## config.mk

```make
export PLATFORM = sky130hd
export DESIGN_NAME = wbusy_rdpath
export DESIGN_NICKNAME = d
export VERILOG_FILES = /design/src/rtl/wbr_pkg.sv /design/src/rtl/wbr_access_decode.sv /design/src/rtl/wbr_toggle_state.sv /design/src/rtl/wbr_byte_compose.sv /design/src/rtl/wbusy_rdpath.sv
export SDC_FILE = /design/constraint.sdc
export NUM_CORES = 1
export LEC_CHECK = 0
export ABC_AREA = 1
export CAP_MARGIN = 20
export CORE_MARGIN = 3
export CORE_UTILIZATION = 25
export DETAILED_ROUTE_END_ITERATION = 12
export PLACE_DENSITY_LB_ADDON = 0.25
export SLEW_MARGIN = 20
export SYNTH_ARGS = -nofsm -noshare
export SYNTH_HDL_FRONTEND = slang
export SYNTH_SLANG_ARGS = --single-unit
```

## constraint.sdc

```tcl
create_clock -name clk -period 1.28 [get_ports clk]
set_input_delay 0.32 -clock clk [delete_from_list [all_inputs] [get_ports clk]]
set_output_delay 0.32 -clock clk [all_outputs]
set_load 0.05 [all_outputs]
```

## src/rtl/wbr_pkg.sv

```systemverilog
// Shared types for the write-busy read path.
// Assumes the bus control lines are already synchronous to clk.
package wbr_pkg;

    // Kind of access presented on the control lines in one cycle.
    typedef enum logic [1:0] {
        ACC_IDLE  = 2'd0,
        ACC_READ  = 2'd1,
        ACC_WRITE = 2'd2
    } acc_kind_e;

    // Classify the control lines into an access kind.
    function automatic acc_kind_e classify(input logic ce_n, input logic oe_n,
                                           input logic we_n);
        acc_kind_e k;
        k = ACC_IDLE;
        if (!ce_n && !we_n && oe_n)
            k = ACC_WRITE;
        else if (!ce_n && !oe_n && we_n)
            k = ACC_READ;
        return k;
    endfunction

endpackage

```

## src/rtl/wbr_access_decode.sv

```systemverilog
// Decodes the bus control lines into a read-active flag and a one-cycle
// pulse marking the end of a read (active -> inactive).
// Assumes: control inputs stable around the rising clock edge.
module wbr_access_decode
    import wbr_pkg::*;
(
    input  logic clk,
    input  logic rst_n,
    input  logic ce_n,
    input  logic oe_n,
    input  logic we_n,
    output logic rd_act,
    output logic rd_end
);

    acc_kind_e kind;
    logic      rd_prev_q;

    // Classify the current cycle.
    always_comb kind = classify(ce_n, oe_n, we_n);

    assign rd_act = (kind == ACC_READ);

    // Remember whether the previous cycle was a read.
    always_ff @(posedge clk) begin
        if (!rst_n)
            rd_prev_q <= 1'b0;
        else
            rd_prev_q <= rd_act;
    end

    assign rd_end = rd_prev_q && !rd_act;

endmodule

```

## src/rtl/wbr_toggle_state.sv

```systemverilog
// Holds the progress toggle reported during an internal write.
// Inverts on each completed read while busy; cleared whenever busy is low.
// Assumes: rd_end is a single-cycle pulse from the access decoder.
module wbr_toggle_state (
    input  logic clk,
    input  logic rst_n,
    input  logic busy,
    input  logic rd_end,
    output logic tog
);

    logic tog_q;

    // Advance or clear the toggle state.
    always_ff @(posedge clk) begin
        if (!rst_n)
            tog_q <= 1'b0;
        else if (!busy)
            tog_q <= 1'b0;
        else if (rd_end)
            tog_q <= ~tog_q;
    end

    assign tog = tog_q;

endmodule

```

## src/rtl/wbr_byte_compose.sv

```systemverilog
// Builds the read byte: true array data when idle; during busy the
// polling bit shows the inverse written bit on an address match and the
// toggle bit shows the toggle state.
// Assumes: POLL_BIT and TGL_BIT are distinct and inside the byte.
module wbr_byte_compose #(
    parameter int DATA_W   = 8,
    parameter int ADDR_W   = 17,
    parameter int POLL_BIT = DATA_W - 1,
    parameter int TGL_BIT  = DATA_W - 2
) (
    input  logic              busy,
    input  logic [ADDR_W-1:0] addr,
    input  logic [ADDR_W-1:0] last_addr,
    input  logic              last_msb,
    input  logic              tog,
    input  logic [DATA_W-1:0] arr_data,
    output logic [DATA_W-1:0] byte_o
);

    logic hit;

    // Match against the last written location.
    always_comb hit = (addr == last_addr);

    for (genvar gi = 0; gi < DATA_W; gi++) begin : g_bit
        if (gi == POLL_BIT) begin : g_poll
            assign byte_o[gi] = (busy && hit) ? ~last_msb : arr_data[gi];
        end else if (gi == TGL_BIT) begin : g_tgl
            assign byte_o[gi] = busy ? tog : arr_data[gi];
        end else begin : g_pass
            assign byte_o[gi] = arr_data[gi];
        end
    end

endmodule

```

## src/rtl/wbusy_rdpath.sv

```systemverilog
// Top of the write-busy read path. Registers the composed byte and the
// drive enable once per clock from the sampled bus control lines.
// Assumes: arr_data_i is the stored byte for the current addr_i.
module wbusy_rdpath #(
    parameter int DATA_W   = 8,
    parameter int ADDR_W   = 17,
    parameter int POLL_BIT = DATA_W - 1,
    parameter int TGL_BIT  = DATA_W - 2
) (
    input  logic              clk,
    input  logic              rst_n,
    input  logic              ce_n,
    input  logic              oe_n,
    input  logic              we_n,
    input  logic [ADDR_W-1:0] addr_i,
    input  logic              busy_i,
    input  logic [ADDR_W-1:0] last_addr_i,
    input  logic              last_msb_i,
    input  logic [DATA_W-1:0] arr_data_i,
    output logic [DATA_W-1:0] dq_o,
    output logic              dq_oe_o
);

    logic              rd_act;
    logic              rd_end;
    logic              tog_q;
    logic [DATA_W-1:0] byte_c;
    logic [DATA_W-1:0] dq_q;
    logic              oe_q;

    wbr_access_decode u_dec (
        .clk    (clk),
        .rst_n  (rst_n),
        .ce_n   (ce_n),
        .oe_n   (oe_n),
        .we_n   (we_n),
        .rd_act (rd_act),
        .rd_end (rd_end)
    );

    wbr_toggle_state u_tog (
        .clk    (clk),
        .rst_n  (rst_n),
        .busy   (busy_i),
        .rd_end (rd_end),
        .tog    (tog_q)
    );

    wbr_byte_compose #(
        .DATA_W   (DATA_W),
        .ADDR_W   (ADDR_W),
        .POLL_BIT (POLL_BIT),
        .TGL_BIT  (TGL_BIT)
    ) u_cmp (
        .busy      (busy_i),
        .addr      (addr_i),
        .last_addr (last_addr_i),
        .last_msb  (last_msb_i),
        .tog       (tog_q),
        .arr_data  (arr_data_i),
        .byte_o    (byte_c)
    );

    // Register the output byte and its drive enable.
    always_ff @(posedge clk) begin
        if (!rst_n) begin
            dq_q <= '0;
            oe_q <= 1'b0;
        end else begin
            oe_q <= rd_act;
            dq_q <= rd_act ? byte_c : '0;
        end
    end

    assign dq_o    = dq_q;
    assign dq_oe_o = oe_q;

endmodule

```

# After elaboration in Yosys (flattened, before gate mapping)
# Index checks and enable logic that the tools add are counted.
dict set report classes {
  eq_ne 2
  muxes 4
  bitwise 2
  reduce_logical 12
}
# cell n
set ops {}
lappend ops {{$eq A17 B17 Y1} 1}
lappend ops {{$logic_and A1 B1 Y1} 6}
lappend ops {{$logic_not A1 Y1} 4}
lappend ops {{$reduce_and A2 Y1} 2}
lappend ops {{$mux W1} 3}
lappend ops {{$eq A2 B1 Y1 const B} 1}
lappend ops {{$mux W2} 1}
lappend ops {{$not A1 Y1} 2}
dict set report totals {
  ff_bits 10
  in_bits 49
  out_inout_bits 9
  wordCells 23
}

# Depth between registers and ports, before layout
dict set report depth {
  depth_word 8
  depth_mapped 9
  depth_no_buf 9
}

# Hierarchy
# A second synthesis with hierarchy kept.
dict set report hier_totals {
  cells_unflattened 168
  hier_area_um2 885.8
}
# mod instances cells_per_inst area_per_inst_um2 seq_area_each_um2
set modules_own_cells {}
lappend modules_own_cells {wbr_byte_compose 1 126 535.5 0.0}
lappend modules_own_cells {wbusy_rdpath 1 27 250.2 180.2}
lappend modules_own_cells {wbr_access_decode 1 8 55.1 20.0}
lappend modules_own_cells {wbr_toggle_state 1 7 45.0 20.0}

# Least setup slack after synthesis
# OpenSTA, ideal clock, no wires.
dict set report synth_timing {
  path_kind {flip-flop to flip-flop}
  start {register u_dec.rd_prev_q}
  end {register u_tog.tog_q, in the netlist u_tog.tog}
  arrival_time_ns 0.940
  slack_ns 0.249
  path_stages_with_launch 3
  path_buffers 0
  path_cell_list {dfxtp_1 a21oi_1 nor4_1}
}
dict set report synth_via {
  elab_chain_cells 1
}
# element line_no
set synth_lines {}
lappend synth_lines {{start, declared} wbr_access_decode.sv:17} ;# logic rd_prev_q;
lappend synth_lines {{start signal, assigned} wbr_access_decode.sv:29} ;# rd_prev_q <= rd_act;
lappend synth_lines {{$logic_and A1 B1 Y1} wbr_access_decode.sv:32} ;# assign rd_end = rd_prev_q && !rd_act;
lappend synth_lines {{end signal, assigned} wbr_toggle_state.sv:21} ;# tog_q <= ~tog_q;
lappend synth_lines {{end, declared} wbr_toggle_state.sv:12} ;# logic tog_q;
# No other way between the ends.
# A chain may end at the register's enable or synchronous reset.

# Final worst setup path
dict set report layout_timing {
  start {input addr_i[14]}
  end {register dq_q[7], in the netlist dq_o[7]}
}
dict set report layout_via {
  elab_chain_cells 3
}
# element line_no
set layout_lines {}
lappend layout_lines {{start, declared} wbusy_rdpath.sv:15} ;# input logic [ADDR_W-1:0] addr_i,
lappend layout_lines {{$eq A17 B17 Y1} wbr_byte_compose.sv:23} ;# always_comb hit = (addr == last_addr);
lappend layout_lines {{$logic_and A1 B1 Y1} wbr_byte_compose.sv:27} ;# assign byte_o[gi] = (busy && hit) ? ~last_msb : arr_data[gi];
lappend layout_lines {{$mux W1} wbr_byte_compose.sv:27}
lappend layout_lines {{end signal, assigned} wbusy_rdpath.sv:71} ;# dq_q <= rd_act ? byte_c : '0;
lappend layout_lines {{end, declared} wbusy_rdpath.sv:28} ;# logic [DATA_W-1:0] dq_q;
# No other way between the ends.

==> impl_metrics.py <==
metrics = {
    "run_status": {
        "outcome": "finished clean",
    },
    "power_and_ir_drop": {
        "internal_power_w": 0.000624,
        "irDropWorstVdd_mv": 0.312,
        "switching_share_pct": 27.7,
        "power.static_leakage_nw": 1.01,
        "switching_power_w": 0.000239,
        "power_dens_cells_nw_per_um2": 537,
        "seqPwrFrac_pct": 37.2,
        "power.combinational.fraction_pct": 39.5,
        "clockPowerShare_pct": 23.3,
    },
    "logic_synthesis": {
        "yosys.cell_types.count": 15,
        "netlist_instances": 146,
        "syn-num-nets": 195,
        "syn_avg_cell_area_um2": 5.25,
        "synth.ff_latch_count": 10,
        "ys_seq_area_share_pct": 26.1,
        "synthesis.area_um2": 767,
        "syn_warnings": 0,
    },
    "clocking": {
        "clock_sinks": 10,
        "ctsRootBufferMaster": "clkbuf_4",
        "cts.hold.buffers_added": 0,
        "post_cts_clock_slew_at_the_launch_and_capture_registers_of_the_worst_setup_and_hold_paths_ns": 0.06,
        "cts_buffers": 3,
        "tritoncts": "yes",
        "clock_tree.htree_level_count": 1,
        "worst_skew_pair.late_latency_ns": 0.26,
        "cts-root-to-sink-buffers": 2,
    },
    "layout": {
        "number_of_inserted_diodes": 0,
        "area.growth.synth_to_final_pct": 110,
        "regArea_um2": 200,
        "fill_cell_instance_count_of_the_final_layout": 288,
        "multi_input_area_um2": 464,
        "most-common-layout-cells": "nand2_1, inv_1, clkdlybuf4s50_1, nor2_1, dlymetal6s2s_1",
        "layout_commonest_cell": "nand2_1",
        "layout-drive-gt1-share_pct": 14.8,
        "layout.nets": 261,
        "final_cell_count_no_fill": 241,
    },
    "route": {
        "ant_nets": 0,
        "drtIter0Drc": 17,
        "finalWirelength_um": 2270,
        "vias_per_cell": 4.19,
        "drc_errors": 0,
        "firstDrtPassIters": 4,
        "detailed_route_via_count": 1009,
        "routedWlPerCell_um": 9.41,
    },
    "floorplanning": {
        "floorplan.initialDensity_pct": 27.1,
        "die_height_um": 61.4,
        "die_x_um": 61.4,
        "row_count": 19,
        "core_area_um2": 2830,
        "boundaryPins": 58,
        "die-area_um2": 3770,
    },
    "worst_setup_path": {
        "worstSetupStartpointType": "input port",
        "reg2reg_slack_ns": 0.52,
        "critical_path.reg2reg.endpoint": "u_tog.tog",
        "crit_type": "input port to flip-flop",
        "critical-path-slowest-cell": "clkdlybuf4s50_1",
        "cell_breakdown_of_the_critical_path": "clkdlybuf4s50_1 -> nand2_1 -> nand2_1 -> nor2_1 -> nand2_1 -> nor2_1 -> nand4_1 -> nand2_1 -> nor2_1",
        "critical_path.top_delay_family": "simple AND/OR/NAND/NOR gates",
        "timing.critical_path.to_type": "flip-flop",
        "arrival_ns": 1.38,
        "critical-path-top-cell-by-count": "nand2_1",
        "critPathRequiredTime_ns": 1.43,
        "r2r-start": "u_dec.rd_prev_q",
        "cpPeakStageDelay_ns": 0.45,
        "timing.reg2reg.worst_path_depth": 2,
        "worstPathBufferInverterCount": 1,
        "critPathMaxFanout": 3,
    },
    "place": {
        "globalplace.congestion": 0.820,
        "dpl_wire_length_um": 1940,
        "port-buffer-count": 57,
        "placed_cells": 238,
        "place_worst_setup_slack_ns": -0.273,
    },
    "global_route": {
        "grt_max_degree": 8,
        "grt_first_pass_wirelength_um": 3280,
        "grt_usage_pct": 11.7,
        "global_route.overflow_total": 0,
        "antenna_found_initial": 0,
        "via_count_of_the_first_global_routing_pass": 829,
    },
    "sta": {
        "timing.final.crit_period_ns": 1.22,
        "final_max_slew_viol_count": 0,
        "max_freq_ghz": 0.817,
        "slew_headroom_pct": 85.2,
        "setup_slack_of_the_critical_path_after_layout_ns": 0.0553,
        "worst_slew_pin_slew_ns": 0.222,
        "fin_crit_sh_pct": 95.7,
        "final-hold-violation-count": 0,
        "setup_repair_after_global_routing_missed_its_margin": "no",
        "final-setup-viol-count": 0,
        "worst_clock_skew_ns": 0.000466,
    },
    "hold_path": {
        "worst_hold_path.num_cells": 2,
        "path_class_of_the_lowest_slack_min_delay_path": "flip-flop to flip-flop",
        "hold_end": "dq_o[6]",
        "min-delay-start": "u_tog.tog",
    },
    "flow_run": {
        "maxCapViolations": 0,
    },
}
## Yosys cell counts
library cell   n  share of area, %
nand2_2        1              0.82
xnor2_1        4               4.6
and3_1         1              0.82
nand3_1        5               3.3
o21ai_0        4               2.6
nor2_1        25                12
nand3b_1       2               2.0
nand2_1       51                25
a21oi_1        4               2.6
dfxtp_1       10                26
nor4_1         1              0.82
inv_2          1              0.49
nand4_1        1              0.82
inv_1         35                17
and2_1         1              0.82
## tightest hold or removal path, delay by kind of cell (launching register included)
kind	cells	cell delay, ns
simple gates	1	0.06
flops	1	0.32
compound gates	1	0.05
## power by group through the flow
stage                     clock network [W]  registers [W]  logic, W
after CTS                          0.000212       0.000321  0.000340
after global placement                    0       0.000328  0.000337
after global routing               0.000233       0.000321  0.000378
after detailed placement                  0       0.000328  0.000339
final                              0.000202       0.000321  0.000341
after floorplan                           0       0.000342  0.000114
## logic make-up after synthesis
| family | after synthesis | synth area share (%) |
|---|---|---|
| AND/OR/NAND/NOR | 88 | 46.5 |
| AO/OA/AOI/OAI | 8 | 5.22 |
| XOR/XNOR | 4 | 4.57 |
| buffers and inverters | 36 | 17.6 |
| flip-flops | 10 | 26.1 |
## metrics by stage
stage               TNS (ns)  util [%]  total power (W)  cell area, um^2  hold WS (ns)
global route               0      56.8         0.000932             1610         0.501
floorplan                  0         -         0.000456              767         0.432
CTS                        0      53.6         0.000873             1520         0.480
global placement       -1.15      52.9         0.000665             1500         0.465
detailed placement     -1.17      52.9         0.000666             1500         0.471
finish                     0      56.8         0.000864             1610         0.475
## worst max path at each step
stage | start | endpoint | slack, ns | depth (start not counted)
3_3_place_gp | last_addr_i[12] | dq_o[7] | -0.26 | 10
4_1_cts | last_addr_i[11] | dq_o[7] | 0.004 | 10
3_5_place_dp | addr_i[7] | dq_o[7] | -0.27 | 10
2_1_floorplan | u_dec.rd_prev_q | u_tog.tog | 0.25 | 2
5_1_grt | last_addr_i[15] | dq_o[7] | 0.003 | 7
6_report | addr_i[14] | dq_o[7] | 0.06 | 9
## cell type report
type	count	area share (%)
inverters	36	8.40
repair buffers	61	46.5
multi-input cells	100	28.9
flip-flops and latches	10	12.5
well taps	31	2.41
clock buffers	3	1.40
## per-layer routing
layer | track usage, % | wire length (um) | up-vias
met5 | 0 | 0 | -
met4 | 1.82 | 0 | 0
met3 | 4.40 | 135 | 0
met2 | 20.2 | 1170 | 31
met1 | 14.1 | 966 | 425
li1 | - | - | 553
## sequential cells by signal, indices dropped and copies added, names as in the netlist
register         flops
dq_o                 8
u_dec.rd_prev_q      1
u_tog.tog            1
## what timing repair did
item                                    in CTS  in global routing
buffers inserted                             0                  0
pin swaps                                    5                 14
gates resized for setup                      3                 37
endpoints found under the setup margin       1                  1
gates cloned                                 0                  0
No activity file was read; power rests on OpenSTA's default activity.
